$ cat config.mk
export PLATFORM = sky130hd
export DESIGN_NAME = dram_cmd_seq
export DESIGN_NICKNAME = d
export VERILOG_FILES = /design/src/rtl/dcs_pkg.sv /design/src/rtl/dcs_addr_split.sv /design/src/rtl/dcs_bank_table.sv /design/src/rtl/dcs_burst_slots.sv /design/src/rtl/dram_cmd_seq.sv
export SDC_FILE = /design/constraint.sdc
export NUM_CORES = 1
export LEC_CHECK = 0
export CAP_MARGIN = 40
export CELL_PAD_IN_SITES_DETAIL_PLACEMENT = 1
export CELL_PAD_IN_SITES_GLOBAL_PLACEMENT = 2
export CORE_MARGIN = 2
export CORE_UTILIZATION = 40
export CTS_BUF_LIST = sky130_fd_sc_hd__clkbuf_2 sky130_fd_sc_hd__clkbuf_4 sky130_fd_sc_hd__clkbuf_8
export CTS_CLUSTER_DIAMETER = 100
export DETAILED_ROUTE_END_ITERATION = 10
export MAX_ROUTING_LAYER = met4
export PLACE_DENSITY = 0.81
export SYNTH_ARGS = -nofsm -noshare
export SYNTH_HDL_FRONTEND = slang
export SYNTH_SLANG_ARGS = --single-unit
$ cat constraint.sdc
create_clock -name clk -period 7.73 [get_ports clk]
set_clock_uncertainty 0.05 [all_clocks]
set_input_delay 2.319 -clock clk [delete_from_list [all_inputs] [get_ports clk]]
set_output_delay 2.319 -clock clk [all_outputs]
set_load 0.03 [all_outputs]
$ cat src/rtl/dcs_pkg.sv
package dcs_pkg;

    localparam int ADDR_W = 32;
    localparam int OFS_W  = 3;
    localparam int COL_W  = 10;
    localparam int BANK_W = 4;
    localparam int ROW_W  = 15;
    localparam int NBANK  = 1 << BANK_W;

    typedef enum logic [2:0] {
        CMD_NOP = 3'b000,
        CMD_PRE = 3'b001,
        CMD_ACT = 3'b010,
        CMD_RD  = 3'b011,
        CMD_WR  = 3'b100
    } cmd_e;

    typedef enum logic {
        ST_IDLE = 1'b0,
        ST_RUN  = 1'b1
    } seq_state_e;

    typedef struct packed {
        logic [ROW_W-1:0]  row;
        logic [BANK_W-1:0] bank;
        logic [COL_W-1:0]  col;
    } dram_loc_t;

    function automatic dram_loc_t split_addr(input logic [ADDR_W-1:0] a);
        dram_loc_t l;
        l.col  = a[OFS_W +: COL_W];
        l.bank = a[OFS_W + COL_W +: BANK_W];
        l.row  = a[OFS_W + COL_W + BANK_W +: ROW_W];
        return l;
    endfunction

    function automatic int max_of(input int a, input int b);
        return (a > b) ? a : b;
    endfunction

endpackage

$ cat src/rtl/dcs_addr_split.sv
module dcs_addr_split
    import dcs_pkg::*;
(
    input  logic [ADDR_W-1:0] addr_i,
    output dram_loc_t         loc_o
);

    logic unused_byte_ofs;

    assign loc_o           = split_addr(addr_i);
    assign unused_byte_ofs = ^addr_i[OFS_W-1:0];

endmodule

$ cat src/rtl/dcs_bank_table.sv
module dcs_bank_table
    import dcs_pkg::*;
#(
    parameter int T_RP  = 7,
    parameter int T_RCD = 7,
    parameter int T_RAS = 17
) (
    input  logic              clk,
    input  logic              rst,
    input  logic [BANK_W-1:0] sel_i,
    input  logic [ROW_W-1:0]  row_i,
    input  logic              pre_i,
    input  logic              act_i,
    output logic              open_o,
    output logic [ROW_W-1:0]  row_o,
    output logic              pre_ok_o,
    output logic              act_ok_o,
    output logic              col_ok_o
);

    localparam int TMAX  = max_of(max_of(T_RP, T_RCD), T_RAS);
    localparam int CNT_W = $clog2(TMAX + 1) + 1;
    localparam logic [CNT_W-1:0] SAT    = '1;
    localparam logic [CNT_W-1:0] RP_C   = CNT_W'(T_RP);
    localparam logic [CNT_W-1:0] RCD_C  = CNT_W'(T_RCD);
    localparam logic [CNT_W-1:0] RAS_C  = CNT_W'(T_RAS);
    localparam logic [CNT_W-1:0] ONE_C  = CNT_W'(1);

    logic [NBANK-1:0] open_v;
    logic [NBANK-1:0] preok_v;
    logic [NBANK-1:0] actok_v;
    logic [NBANK-1:0] colok_v;
    logic [ROW_W-1:0] row_v [NBANK];

    for (genvar g = 0; g < NBANK; g++) begin : g_bank
        localparam logic [BANK_W-1:0] MY_ID = BANK_W'(g);

        logic             mine;
        logic             open_r;
        logic [ROW_W-1:0] row_r;
        logic [CNT_W-1:0] since_act;
        logic [CNT_W-1:0] since_pre;

        assign mine = (sel_i == MY_ID);

        always_ff @(posedge clk) begin
            if (rst) begin
                open_r    <= 1'b0;
                row_r     <= '0;
                since_act <= SAT;
                since_pre <= SAT;
            end else begin
                if (mine && act_i) begin
                    open_r    <= 1'b1;
                    row_r     <= row_i;
                    since_act <= ONE_C;
                end else if (since_act != SAT) begin
                    since_act <= since_act + ONE_C;
                end
                if (mine && pre_i) begin
                    open_r    <= 1'b0;
                    since_pre <= ONE_C;
                end else if (since_pre != SAT) begin
                    since_pre <= since_pre + ONE_C;
                end
            end
        end

        assign open_v[g]  = open_r;
        assign row_v[g]   = row_r;
        assign preok_v[g] = (since_act >= RAS_C);
        assign actok_v[g] = (since_pre >= RP_C);
        assign colok_v[g] = (since_act >= RCD_C);
    end

    assign open_o   = open_v[sel_i];
    assign row_o    = row_v[sel_i];
    assign pre_ok_o = preok_v[sel_i];
    assign act_ok_o = actok_v[sel_i];
    assign col_ok_o = colok_v[sel_i];

endmodule

$ cat src/rtl/dcs_burst_slots.sv
module dcs_burst_slots #(
    parameter int ID_W      = 4,
    parameter int RD_LAT    = 14,
    parameter int WR_LAT    = 4,
    parameter int BURST_CYC = 2
) (
    input  logic            clk,
    input  logic            rst,
    input  logic            push_i,
    input  logic            push_wr_i,
    input  logic [ID_W-1:0] push_id_i,
    output logic            free_rd_o,
    output logic            free_wr_o,
    output logic            start_o,
    output logic [ID_W-1:0] start_id_o,
    output logic            start_wr_o
);

    localparam int DEPTH  = (RD_LAT > WR_LAT) ? RD_LAT : WR_LAT;
    localparam int RD_IDX = RD_LAT - 1;
    localparam int WR_IDX = WR_LAT - 1;

    // entry j valid in cycle k: a data window opens in cycle k+j
    logic [DEPTH-1:0] vld_q;
    logic [DEPTH-1:0] wr_q;
    logic [ID_W-1:0]  id_q [DEPTH];

    always_comb begin
        free_rd_o = 1'b1;
        free_wr_o = 1'b1;
        for (int j = 0; j < DEPTH; j++) begin
            if (vld_q[j] && (j - RD_LAT < BURST_CYC) && (RD_LAT - j < BURST_CYC))
                free_rd_o = 1'b0;
            if (vld_q[j] && (j - WR_LAT < BURST_CYC) && (WR_LAT - j < BURST_CYC))
                free_wr_o = 1'b0;
        end
    end

    always_ff @(posedge clk) begin
        if (rst) begin
            vld_q <= '0;
            wr_q  <= '0;
        end else begin
            for (int j = 0; j < DEPTH - 1; j++) begin
                vld_q[j] <= vld_q[j+1];
                wr_q[j]  <= wr_q[j+1];
                id_q[j]  <= id_q[j+1];
            end
            vld_q[DEPTH-1] <= 1'b0;
            if (push_i) begin
                if (push_wr_i) begin
                    vld_q[WR_IDX] <= 1'b1;
                    wr_q[WR_IDX]  <= 1'b1;
                    id_q[WR_IDX]  <= push_id_i;
                end else begin
                    vld_q[RD_IDX] <= 1'b1;
                    wr_q[RD_IDX]  <= 1'b0;
                    id_q[RD_IDX]  <= push_id_i;
                end
            end
        end
    end

    assign start_o    = vld_q[0];
    assign start_id_o = id_q[0];
    assign start_wr_o = wr_q[0];

endmodule

$ cat src/rtl/dram_cmd_seq.sv
module dram_cmd_seq
    import dcs_pkg::*;
#(
    parameter int ID_W      = 4,
    parameter int T_RP      = 7,
    parameter int T_RCD     = 7,
    parameter int T_RAS     = 17,
    parameter int T_CCD     = 2,
    parameter int RD_LAT    = 14,
    parameter int WR_LAT    = 4,
    parameter int BURST_CYC = 2
) (
    input  logic              clk,
    input  logic              rst,
    input  logic              req_valid,
    output logic              req_ready,
    input  logic              req_write,
    input  logic [ADDR_W-1:0] req_addr,
    input  logic [ID_W-1:0]   req_id,
    output logic [2:0]        cmd,
    output logic [BANK_W-1:0] cmd_bank,
    output logic [ROW_W-1:0]  cmd_row,
    output logic [COL_W-1:0]  cmd_col,
    output logic              data_start,
    output logic [ID_W-1:0]   data_start_id,
    output logic              data_start_write
);

    localparam int CCD_W = $clog2(T_CCD + 1) + 1;
    localparam logic [CCD_W-1:0] CCD_SAT = '1;
    localparam logic [CCD_W-1:0] CCD_C   = CCD_W'(T_CCD);
    localparam logic [CCD_W-1:0] CCD_ONE = CCD_W'(1);

    seq_state_e      st_q;
    dram_loc_t       cur_q;
    logic            cur_wr_q;
    logic [ID_W-1:0] cur_id_q;
    dram_loc_t       in_loc;

    logic             bk_open;
    logic [ROW_W-1:0] bk_row;
    logic             bk_pre_ok;
    logic             bk_act_ok;
    logic             bk_col_ok;
    logic             free_rd;
    logic             free_wr;
    logic             slot_ok;
    logic [CCD_W-1:0] since_col;
    logic             ccd_ok;
    cmd_e             issue;
    logic             col_issue;

    dcs_addr_split u_split (
        .addr_i (req_addr),
        .loc_o  (in_loc)
    );

    dcs_bank_table #(
        .T_RP  (T_RP),
        .T_RCD (T_RCD),
        .T_RAS (T_RAS)
    ) u_banks (
        .clk      (clk),
        .rst      (rst),
        .sel_i    (cur_q.bank),
        .row_i    (cur_q.row),
        .pre_i    (issue == CMD_PRE),
        .act_i    (issue == CMD_ACT),
        .open_o   (bk_open),
        .row_o    (bk_row),
        .pre_ok_o (bk_pre_ok),
        .act_ok_o (bk_act_ok),
        .col_ok_o (bk_col_ok)
    );

    dcs_burst_slots #(
        .ID_W      (ID_W),
        .RD_LAT    (RD_LAT),
        .WR_LAT    (WR_LAT),
        .BURST_CYC (BURST_CYC)
    ) u_slots (
        .clk        (clk),
        .rst        (rst),
        .push_i     (col_issue),
        .push_wr_i  (cur_wr_q),
        .push_id_i  (cur_id_q),
        .free_rd_o  (free_rd),
        .free_wr_o  (free_wr),
        .start_o    (data_start),
        .start_id_o (data_start_id),
        .start_wr_o (data_start_write)
    );

    assign slot_ok = cur_wr_q ? free_wr : free_rd;
    assign ccd_ok  = (since_col >= CCD_C);

    // next command for the request in progress, decided from registered state only
    always_comb begin
        issue = CMD_NOP;
        if (st_q == ST_RUN) begin
            if (bk_open && (bk_row == cur_q.row)) begin
                if (bk_col_ok && ccd_ok && slot_ok)
                    issue = cur_wr_q ? CMD_WR : CMD_RD;
            end else if (bk_open) begin
                if (bk_pre_ok)
                    issue = CMD_PRE;
            end else if (bk_act_ok) begin
                issue = CMD_ACT;
            end
        end
    end

    assign col_issue = (issue == CMD_RD) || (issue == CMD_WR);

    always_ff @(posedge clk) begin
        if (rst) begin
            since_col <= CCD_SAT;
        end else if (col_issue) begin
            since_col <= CCD_ONE;
        end else if (since_col != CCD_SAT) begin
            since_col <= since_col + CCD_ONE;
        end
    end

    always_ff @(posedge clk) begin
        if (rst) begin
            st_q     <= ST_IDLE;
            cur_q    <= '0;
            cur_wr_q <= 1'b0;
            cur_id_q <= '0;
        end else begin
            case (st_q)
                ST_IDLE: begin
                    if (req_valid) begin
                        st_q     <= ST_RUN;
                        cur_q    <= in_loc;
                        cur_wr_q <= req_write;
                        cur_id_q <= req_id;
                    end
                end
                default: begin
                    if (col_issue)
                        st_q <= ST_IDLE;
                end
            endcase
        end
    end

    assign req_ready = (st_q == ST_IDLE);
    assign cmd       = issue;
    assign cmd_bank  = cur_q.bank;
    assign cmd_row   = cur_q.row;
    assign cmd_col   = cur_q.col;

endmodule

==> impl_metrics.env, run 1 <==
export IMPL_rr_startpoint="cmd_bank[1]"
export IMPL_h_tree_depth=3
export IMPL_synth_commonest_cells="dfxtp_1, nor2_1, mux2i_1"
export IMPL_tightest_slew_ns=0.932
export IMPL_areaGrowthSynthToFinish_pct=14.3
export IMPL_grt_pass1_vias=22000
export IMPL_grt_pass1_wl_um=125000
export IMPL_dp_worst_setup_slack_ns=0.837
export IMPL_total_power_mw=9.47
export IMPL_die_area_um2=67300
export IMPL_cts_root_buf="clkbuf_8"
export IMPL_p_seq_share_pct=40.4
export IMPL_worstSetupStartpoint="cmd_bank[1]"
export IMPL_drtPass1Iterations=5
export IMPL_clk_pin_slew_ns=0.06
export IMPL_power_per_cell_area_nw_per_um2=317
export IMPL_max_slew_margin_rel_pct=37.8
export IMPL_avgSynthCellArea_um2=9.63
export IMPL_drv_slew=0
export IMPL_p_leak_nw=12.8
export IMPL_rsz0062_at_grt="false"
export IMPL_cp_required_ns=5.36
export IMPL_grt_use_total_pct=24.1
export IMPL_synth_most_common_cell="dfxtp_1"
export IMPL_finalCriticalPeriod_ns=7.46
export IMPL_critPathCaptureType="output port"
export IMPL_max_freq_mhz=134
export IMPL_synth_edf_count=56
export IMPL_port_buffers=75
export IMPL_hp_class="flip-flop to flip-flop"
export IMPL_cts_hold_buf=0
export IMPL_layout_setup_ws_ns=0.273
export IMPL_cts_buffers=100
export IMPL_finalSetupViolations=0
export IMPL_fin_setup_tns_ns=0
export IMPL_syn_inst=2712
export IMPL_status="complete, no violations"
export IMPL_whs_ns=0.367
export IMPL_period_share_pct=96.5
export IMPL_netlist_area_um2=26100
export IMPL_synth_area_leaders="dfxtp_1, mux2i_1, edfxtp_1, nor2_1, mux4_2"
export IMPL_clk_path_buf_depth=3
export IMPL_grt_max_degree=165
export IMPL_coreArea_um2=64500
export IMPL_worst_setup_path_type="flip-flop to output port"
export IMPL_clockPowerShare_pct=30.6
export IMPL_fill_cells=7230
export IMPL_cap_viol_max_count=0
export IMPL_start_kind="flip-flop"
export IMPL_fin_nets=2875
export IMPL_synth_flop_cell="dfxtp_1"
export IMPL_worstHoldStart="u_slots.id_q[0][15]"
export IMPL_core_rowCount=93
export IMPL_ioPinCount=79
export IMPL_route_detailed_drc=0
export IMPL_ir_worst_vdd_mv=0.141
export IMPL_synth_area_leader_cell="dfxtp_1"
export IMPL_layout_drive_gt1_share_pct=13.4
export IMPL_yosys_warnings=0
export IMPL_cts_sinks=560
export IMPL_place_hpwl_um=52000
export IMPL_post_drt_wl_per_cell_um=21.4
export IMPL_p_int_mw=6.25
export IMPL_cp_data_arrival_time_ns=5.09
export IMPL_vias=21000
export IMPL_async_reset_ff_share_pct=0
export IMPL_synth_seq_cells=560
export IMPL_fp_dieH_um=259
export IMPL_drt_vias_per_instance=5.68
export IMPL_chipWidth_um=259
export IMPL_combPwrFrac_pct=29.0
export IMPL_gp_congestion=0.797
export IMPL_tritoncts="done"
export IMPL_clk_insertion_delay_late_ns=0.71
export IMPL_synth_distinct_cells=69
export IMPL_ant_nets=0
export IMPL_drtIter0Drc=1276
export IMPL_ys_seq_area_share_pct=45.1
export IMPL_wirelength_um=79200
export IMPL_synth_top_area_share_pct=38.6
export IMPL_switchingPower_mw=3.22
export IMPL_start_util_pct=40.5
export IMPL_overflow=0
export IMPL_finalHoldViolCount=0
export IMPL_grt_antenna_before_repair=1
export IMPL_p_sw_share_pct=34.0
export IMPL_crit_fanout=37
export IMPL_syn_num_nets=2819
## critical path, cell delays in order, from the launching register on
cell	delay (ns)
dfxtp_4	0.58
buf_12	0.34
mux4_2	0.53
mux2i_1	0.24
o22ai_1	0.19
xor2_1	0.19
or4b_1	0.57
nor3_2	0.31
nand3_1	0.22
buf_4	0.23
o2bb2ai_1	0.24
clkdlybuf4s50_1	0.72
## registers in the layout, indices dropped and copies added, names as in the netlist, 10 cells and up
| signal | flops |
|---|---|
| u_banks.g_bank.row_r | 240 |
| u_banks.g_bank.since_act | 96 |
| u_banks.g_bank.since_pre | 96 |
| u_slots.id_q | 56 |
| u_banks.g_bank.open_r | 16 |
| cmd_row | 15 |
| u_slots.vld_q | 14 |
| cmd_col | 10 |
## metal layers
| layer | wire (um) | track usage, % |
|---|---|---|
| met4 | 1630 | 6.67 |
| met5 | 0 | - |
| met2 | 38200 | 40.0 |
| met3 | 2780 | 3.40 |
| met1 | 36500 | 30.7 |
## cells by family (layout without fill, tap and decap cells)
| kind of cell | after synthesis | in the layout | share of synthesized area (%) |
|---|---|---|---|
| adders and majority gates | 67 | 67 | 3.21 |
| other | 0 | 1 | 0 |
| and+or+nand+nor | 923 | 923 | 16.5 |
| DFF | 560 | 560 | 45.1 |
| muxes | 358 | 358 | 16.1 |
| AOI/OAI and AO/OA | 510 | 510 | 13.0 |
| buffers and inverters | 234 | 371 | 4.15 |
| xor gates and xnor gates | 60 | 60 | 2.01 |
## placed cells by master (no fill, tap or decap), drive strengths merged, types with 39 or more instances in the layout
| master | count |
|---|---|
| nand3 | 104 |
| edfxtp | 56 |
| mux2 | 39 |
| and3 | 50 |
| clkbuf | 159 |
| a21oi | 133 |
| mux2i | 274 |
| nor2 | 336 |
| ha | 67 |
| mux4 | 45 |
| inv | 55 |
| nand2 | 241 |
| o21ai | 146 |
| clkdlybuf4s50 | 74 |
| o32a | 77 |
| buf | 62 |
| dfxtp | 504 |
## what timing repair did
action,in CTS,in global routing
gates resized for setup,0,2
setup endpoints to repair,0,1
buffers inserted,0,0
endpoints found under the hold margin,0,0
## cell type report
type	count	area [um2]	area share (%)
Clock inverter	24	170	0.570
Sequential cell	560	11800	39.5
Multi-Input combinational cell	1918	13300	44.6
Antenna cell	1	2.50	0.00839
Timing Repair Buffer	136	1360	4.55
Clock buffer	159	1950	6.54
Inverter	52	198	0.662
Tap cell	855	1070	3.58
## power by group through the flow
stage	logic (mW)	clock network, mW	registers [mW]
6_report	2.75	2.90	3.82
5_1_grt	3.12	3.11	3.89
4_1_cts	2.76	2.98	3.81
3_5_place_dp	2.74	0	3.87
3_3_place_gp	2.57	0	3.83
2_1_floorplan	2.17	0	3.75
## path summary, 6_finish.rpt
path / endpoint / slack (ns) / cells past startpoint
worst max-delay path: cmd[0] / 0.27 / 11
worst min-delay path: u_slots.id_q[0][11] / 0.37 / 0
worst max register to register: u_banks.g_bank[4].since_pre[3] / 2.56 / 11
worst min register to register: u_slots.id_q[0][11] / 0.37 / 0
## metrics by stage
step / utilization [%] / std cells / instance area (um2)
floorplan: - / 2712 / 26100
global placement: 42.8 / 3514 / 27600
detailed placement: 43.0 / 3521 / 27700
CTS: 46.3 / 3704 / 29800
global route: 46.3 / 3705 / 29800
finish: 46.3 / 3705 / 29800
Power figures use the tool's default switching activity.
==> run 2: changes to the inputs <==
--- a/config.mk
+++ b/config.mk
@@ -5,7 +5,7 @@
 export SDC_FILE = /design/constraint.sdc
 export NUM_CORES = 1
 export LEC_CHECK = 0
-export CAP_MARGIN = 40
+export CAP_MARGIN = 10
 export CELL_PAD_IN_SITES_DETAIL_PLACEMENT = 1
 export CELL_PAD_IN_SITES_GLOBAL_PLACEMENT = 2
 export CORE_MARGIN = 2
@@ -15,6 +15,8 @@
 export DETAILED_ROUTE_END_ITERATION = 10
 export MAX_ROUTING_LAYER = met4
 export PLACE_DENSITY = 0.81
+export SETUP_SLACK_MARGIN = 0.15
+export SLEW_MARGIN = 20
 export SYNTH_ARGS = -nofsm -noshare
 export SYNTH_HDL_FRONTEND = slang
 export SYNTH_SLANG_ARGS = --single-unit
==> impl_metrics.env, run 2 (synthesis gave the netlist of run 1 again) <==
export IMPL_status="complete, no violations"
export IMPL_cts_resized=1
export IMPL_cap_viol_max_count=0
export IMPL_gp_congestion=0.797
export IMPL_port_buffers=75
export IMPL_clk_insertion_delay_late_ns=0.73
export IMPL_reg_top3="u_banks.g_bank.row_r: 240 flops, u_banks.g_bank.since_act: 96 flops, u_banks.g_bank.since_pre: 96 flops"
export IMPL_fin_setup_tns_ns=0
export IMPL_ir_worst_vdd_mv=0.136
export IMPL_largest_reg_flops=240
export IMPL_grt_use_met2_pct=39.9
export IMPL_finalSetupViolations=0
export IMPL_coreArea_um2=64500
export IMPL_dp_cells=3514
export IMPL_power_per_cell_area_nw_per_um2=317
export IMPL_drt_vias_per_instance=5.69
export IMPL_core_rowCount=93
export IMPL_final_cell_count_no_fill=3696
export IMPL_period_share_pct=94.8
export IMPL_cp_required_ns=5.36
export IMPL_clk_path_buf_depth=3
export IMPL_rsz0062_at_grt="false"
export IMPL_whs_ns=0.364
export IMPL_ant_nets=0
export IMPL_chipWidth_um=259
export IMPL_finalCriticalPeriod_ns=7.33
export IMPL_overflow=0
export IMPL_slowest_delay_ns=0.67
export IMPL_max_freq_mhz=136
export IMPL_ioPinCount=79
export IMPL_tightest_slew_ns=1.10
export IMPL_start_util_pct=40.5
export IMPL_clk_pin_slew_ns=0.06
export IMPL_worst_setup_path_type="flip-flop to output port"
export IMPL_grt_use_total_pct=24.1
export IMPL_wirelength_um=78800
export IMPL_total_power_mw=9.41
export IMPL_regToRegSetupSlack_ns=2.56
export IMPL_cts_hold_buf=0
export IMPL_post_drt_wl_per_cell_um=21.3
export IMPL_vias=21000
export IMPL_areaGrowthSynthToFinish_pct=13.6
export IMPL_crit_fanout=37
export IMPL_route_detailed_drc=0
export IMPL_top_usage_layer="met2"
export IMPL_grt_antenna_before_repair=1
export IMPL_cts_buffers=100
export IMPL_grt_max_degree=165
export IMPL_grt_pass1_wl_um=124000
export IMPL_drv_slew=0
export IMPL_use_met3_pct=2.99
export IMPL_top_register="u_banks.g_bank.row_r"
export IMPL_drtIter0Drc=1175
export IMPL_cp_data_arrival_time_ns=4.96
export IMPL_place_hpwl_um=51000
export IMPL_tritoncts="done"
export IMPL_final_common_cell="dfxtp_1"
export IMPL_fp_dieH_um=259
export IMPL_cp_slowest_cell="clkdlybuf4s50_1"
export IMPL_fin_nets=2868
export IMPL_drtPass1Iterations=5
export IMPL_cts_root_buf="clkbuf_8"
export IMPL_final_cell_mix="dfxtp_1, nor2_1, mux2i_1, nand2_1, o21ai_0"
export IMPL_post_cts_buffers=0
export IMPL_post_route_util_pct=46.0
export IMPL_grt_pass1_vias=21900
export IMPL_h_tree_depth=3
export IMPL_gr_usage_met1_pct=30.7
export IMPL_critPathCaptureType="output port"
export IMPL_hp_class="flip-flop to flip-flop"
export IMPL_path_cells="buf_12 > mux4_2 > mux2i_1 > o22ai_1 > xor2_1 > or4b_1 > nor3_2 > buf_4 > nand3_1 > inv_1 > clkdlybuf4s50_1"
export IMPL_finalHoldViolCount=0
export IMPL_cts_sinks=560
export IMPL_start_kind="flip-flop"
export IMPL_p_leak_nw=12.7
export IMPL_max_slew_margin_rel_pct=26.4
export IMPL_die_area_um2=67300
export IMPL_layout_drive_gt1_share_pct=12.8
==> run 2: cell count changes in the layout (fill, tap and decap cells not counted), sizes merged, moves of 3 or more <==
| cell | change |
|---|---|
| clkinv | +4 |
| diode | +3 |
| buf | -7 |
| clkbuf | -11 |
==> run 2: final timing paths <==
| path | start | end | depth (start not counted) |
|---|---|---|---|
| worst max register to register | cmd_bank[1] | u_banks.g_bank[4].since_pre[3] | 11 |
| worst max-delay path | cmd_bank[1] | cmd[2] | 11 |
| worst min register to register | u_slots.id_q[0][53] | u_slots.id_q[0][49] | 0 |
| worst min-delay path | u_slots.id_q[0][53] | u_slots.id_q[0][49] | 0 |
==> run 2: layout make-up <==
| cell class | instances | area [um2] |
|---|---|---|
| Fill cell | 7227 | 34800 |
| Inverter | 52 | 198 |
| Clock inverter | 30 | 219 |
| Antenna cell | 4 | 10.0 |
| Multi-Input combinational cell | 1918 | 13300 |
| Timing Repair Buffer | 129 | 1220 |
| Sequential cell | 560 | 11800 |
| Clock buffer | 148 | 1840 |
| Tap cell | 855 | 1070 |
==> run 2: through the flow <==
step | setup slack [ns] | instance area, um2
6_report | 0.401 | 29700
5_1_grt | 0.208 | 29700
4_1_cts | 0.207 | 29600
3_5_place_dp | 0.849 | 27600
3_3_place_gp | 0.813 | 27600
2_1_floorplan | 1.65 | 26100
==> run 2: power breakdown <==
group / internal, mW / switching [mW]
Sequential: 3.36 / 0.467
Clock: 1.57 / 1.30
Combinational: 1.28 / 1.45
==> run 2: worst max-delay path, delay by kind of cell, from the launching register on <==
kind	cells	cell delay [ns]
buffers and inverters	4	1.42
and+or+nand+nor	3	1.05
muxes	2	0.77
DFF	1	0.57
AOI/OAI and AO/OA	1	0.19
xor gates and xnor gates	1	0.19
==> run 2: metal layers <==
| layer | wire length, um | vias to the layer above |
|---|---|---|
| li1 | - | 9898 |
| met1 | 36400 | 10600 |
| met5 | 0 | - |
| met2 | 37900 | 370 |
| met4 | 1990 | 0 |
| met3 | 2580 | 149 |
==> run 3: changes to the inputs <==
--- a/config.mk
+++ b/config.mk
@@ -8,7 +8,7 @@
 export CAP_MARGIN = 10
 export CELL_PAD_IN_SITES_DETAIL_PLACEMENT = 1
 export CELL_PAD_IN_SITES_GLOBAL_PLACEMENT = 2
-export CORE_MARGIN = 2
+export CORE_MARGIN = 4
 export CORE_UTILIZATION = 40
 export CTS_BUF_LIST = sky130_fd_sc_hd__clkbuf_2 sky130_fd_sc_hd__clkbuf_4 sky130_fd_sc_hd__clkbuf_8
 export CTS_CLUSTER_DIAMETER = 100
==> impl_metrics.env, run 3 (synthesis gave the netlist of run 1 again) <==
export IMPL_status="complete, no violations"
export IMPL_final_cell_mix="dfxtp_1, nor2_1, mux2i_1, nand2_1, o21ai_0"
export IMPL_start_util_pct=40.4
export IMPL_grt_use_total_pct=23.2
export IMPL_regToRegSetupSlack_ns=2.99
export IMPL_overflow=0
export IMPL_power_per_cell_area_nw_per_um2=323
export IMPL_max_slew_margin_rel_pct=24.3
export IMPL_crit_path_end="cmd[1]"
export IMPL_ir_worst_vdd_mv=0.134
export IMPL_port_buffers=75
export IMPL_clk_insertion_delay_late_ns=0.72
export IMPL_chipWidth_um=263
export IMPL_ant_nets=0
export IMPL_gp_congestion=0.817
export IMPL_rr_worst_depth=11
export IMPL_drtIter0Drc=1272
export IMPL_clk_path_buf_depth=3
export IMPL_multi_input_area_um2=13300
export IMPL_slowest_delay_ns=0.75
export IMPL_worst_setup_path_type="flip-flop to output port"
export IMPL_critPathCaptureType="output port"
export IMPL_fin_setup_tns_ns=0
export IMPL_layout_setup_ws_ns=0.419
export IMPL_post_drt_wl_per_cell_um=21.9
export IMPL_cts_root_buf="clkbuf_8"
export IMPL_dp_worst_setup_slack_ns=0.871
export IMPL_grt_pass1_vias=21800
export IMPL_worstSetupStartpoint="cmd_bank[1]"
export IMPL_cts_hold_buf=0
export IMPL_coreArea_um2=64600
export IMPL_final_seq_area_um2=11800
export IMPL_post_route_util_pct=46.3
export IMPL_top_register="u_banks.g_bank.row_r"
export IMPL_vias=21100
export IMPL_hp_class="flip-flop to flip-flop"
export IMPL_core_rowCount=93
export IMPL_final_common_cell="dfxtp_1"
export IMPL_finalCriticalPeriod_ns=7.31
export IMPL_tightest_slew_ns=1.13
export IMPL_clk_pin_slew_ns=0.07
export IMPL_period_share_pct=94.6
export IMPL_cp_data_arrival_time_ns=4.94
export IMPL_ioPinCount=79
export IMPL_finalSetupViolations=0
export IMPL_whs_ns=0.364
export IMPL_rr_startpoint="cmd_bank[1]"
export IMPL_cp_required_ns=5.36
export IMPL_grt_max_degree=179
export IMPL_max_freq_mhz=137
export IMPL_p_leak_nw=12.8
export IMPL_cp_slowest_cell="clkdlybuf4s50_1"
export IMPL_fin_nets=2876
export IMPL_fp_dieH_um=263
export IMPL_crit_fanout=12
export IMPL_grt_antenna_before_repair=3
export IMPL_start_kind="flip-flop"
export IMPL_grt_pass1_wl_um=126000
export IMPL_largest_reg_flops=240
export IMPL_drtPass1Iterations=5
export IMPL_areaGrowthSynthToFinish_pct=14.5
export IMPL_wirelength_um=81100
export IMPL_cts_sinks=560
export IMPL_path_cells="buf_4 > mux2_2 > a221oi_1 > a41oi_1 > nor3_1 > o2111ai_1 > nor4b_2 > nand3_1 > o21ai_0 > clkdlybuf4s50_1"
export IMPL_rsz0062_at_grt="false"
export IMPL_cap_viol_max_count=0
export IMPL_h_tree_depth=3
export IMPL_route_detailed_drc=0
export IMPL_reg2reg_to="u_banks.g_bank[11].since_pre[2]"
export IMPL_place_hpwl_um=52000
export IMPL_die_area_um2=69400
export IMPL_tritoncts="done"
export IMPL_drv_slew=0
export IMPL_fill_cells=7247
export IMPL_finalHoldViolCount=0
export IMPL_cts_buffers=100
export IMPL_reg_top3="u_banks.g_bank.row_r: 240 flops, u_banks.g_bank.since_act: 96 flops, u_banks.g_bank.since_pre: 96 flops"
export IMPL_layout_drive_gt1_share_pct=13.6
export IMPL_drt_vias_per_instance=5.68
[run 3: cell count changes in the layout (fill, tap and decap cells not counted), sizes merged]
cell	previous run	this run
clkbuf	148	168
clkinv	25	11
dlymetal6s2s	1	0
clkinvlp	1	0
bufinv	1	2
buf	55	63
clkdlybuf4s50	73	74
diode	4	2
[run 3: layout make-up]
| cell class | instances | share of cell area, % |
|---|---|---|
| Clock buffer | 168 | 6.92 |
| Tap cell | 855 | 3.58 |
| Inverter | 52 | 0.661 |
| Multi-Input combinational cell | 1918 | 44.5 |
| Antenna cell | 2 | 0.0167 |
| Sequential cell | 560 | 39.4 |
| Clock inverter | 16 | 0.611 |
| Timing Repair Buffer | 137 | 4.28 |
[run 3: worst min-delay path by stage]
stage	start	endpoint	slack [ns]	cells after the start
after CTS	u_slots.id_q[0][26]	u_slots.id_q[0][22]	0.37	0
after global routing	u_slots.id_q[0][51]	u_slots.id_q[0][47]	0.38	0
after detailed placement	u_slots.id_q[0][41]	u_slots.id_q[0][37]	0.36	0
final	u_slots.id_q[0][37]	u_slots.id_q[0][33]	0.36	0
after global placement	u_slots.id_q[0][13]	u_slots.id_q[0][9]	0.35	0
after floorplan	u_slots.id_q[0][4]	u_slots.id_q[0][0]	0.35	0
[run 3: where the power goes]
part	total, mW	switching, mW	internal [mW]
combinational	2.77	1.49	1.28
sequential	3.83	0.471	3.36
clock	3.06	1.29	1.76
[run 3: timing repair]
action	in CTS	in global routing
cloned	0	0
endpoints found under the setup margin	2	2
buffers inserted	1	2
endpoints found under the hold margin	0	0
gates resized for setup	0	1
[run 3: critical path: cells and delay by family, from the launching register on]
family,cells,cell delay (ns)
AOI/OAI and AO/OA,4,1.18
buffers and inverters,2,1.05
DFF,1,0.56
muxes,1,0.36
and+or+nand+nor,3,1.04
[run 3: metrics by stage]
| step | total power [mW] | instances | instance area [um2] |
|---|---|---|---|
| 2_1_floorplan | 5.92 | 2712 | 26100 |
| 3_3_place_gp | 6.38 | 3519 | 27600 |
| 3_5_place_dp | 6.62 | 3519 | 27600 |
| 4_1_cts | 9.74 | 3704 | 29800 |
| 5_1_grt | 10.3 | 3708 | 29900 |
| 6_report | 9.66 | 3708 | 29900 |
[run 3: routing by layer]
metal / vias to the layer above / track usage [%] / part of all wire [%]
met5: - / - / 0
met4: 0 / 6.50 / 2.7
met3: 147 / 3.72 / 4.3
met2: 417 / 37.9 / 48
met1: 10600 / 30.0 / 45
li1: 9929 / - / -
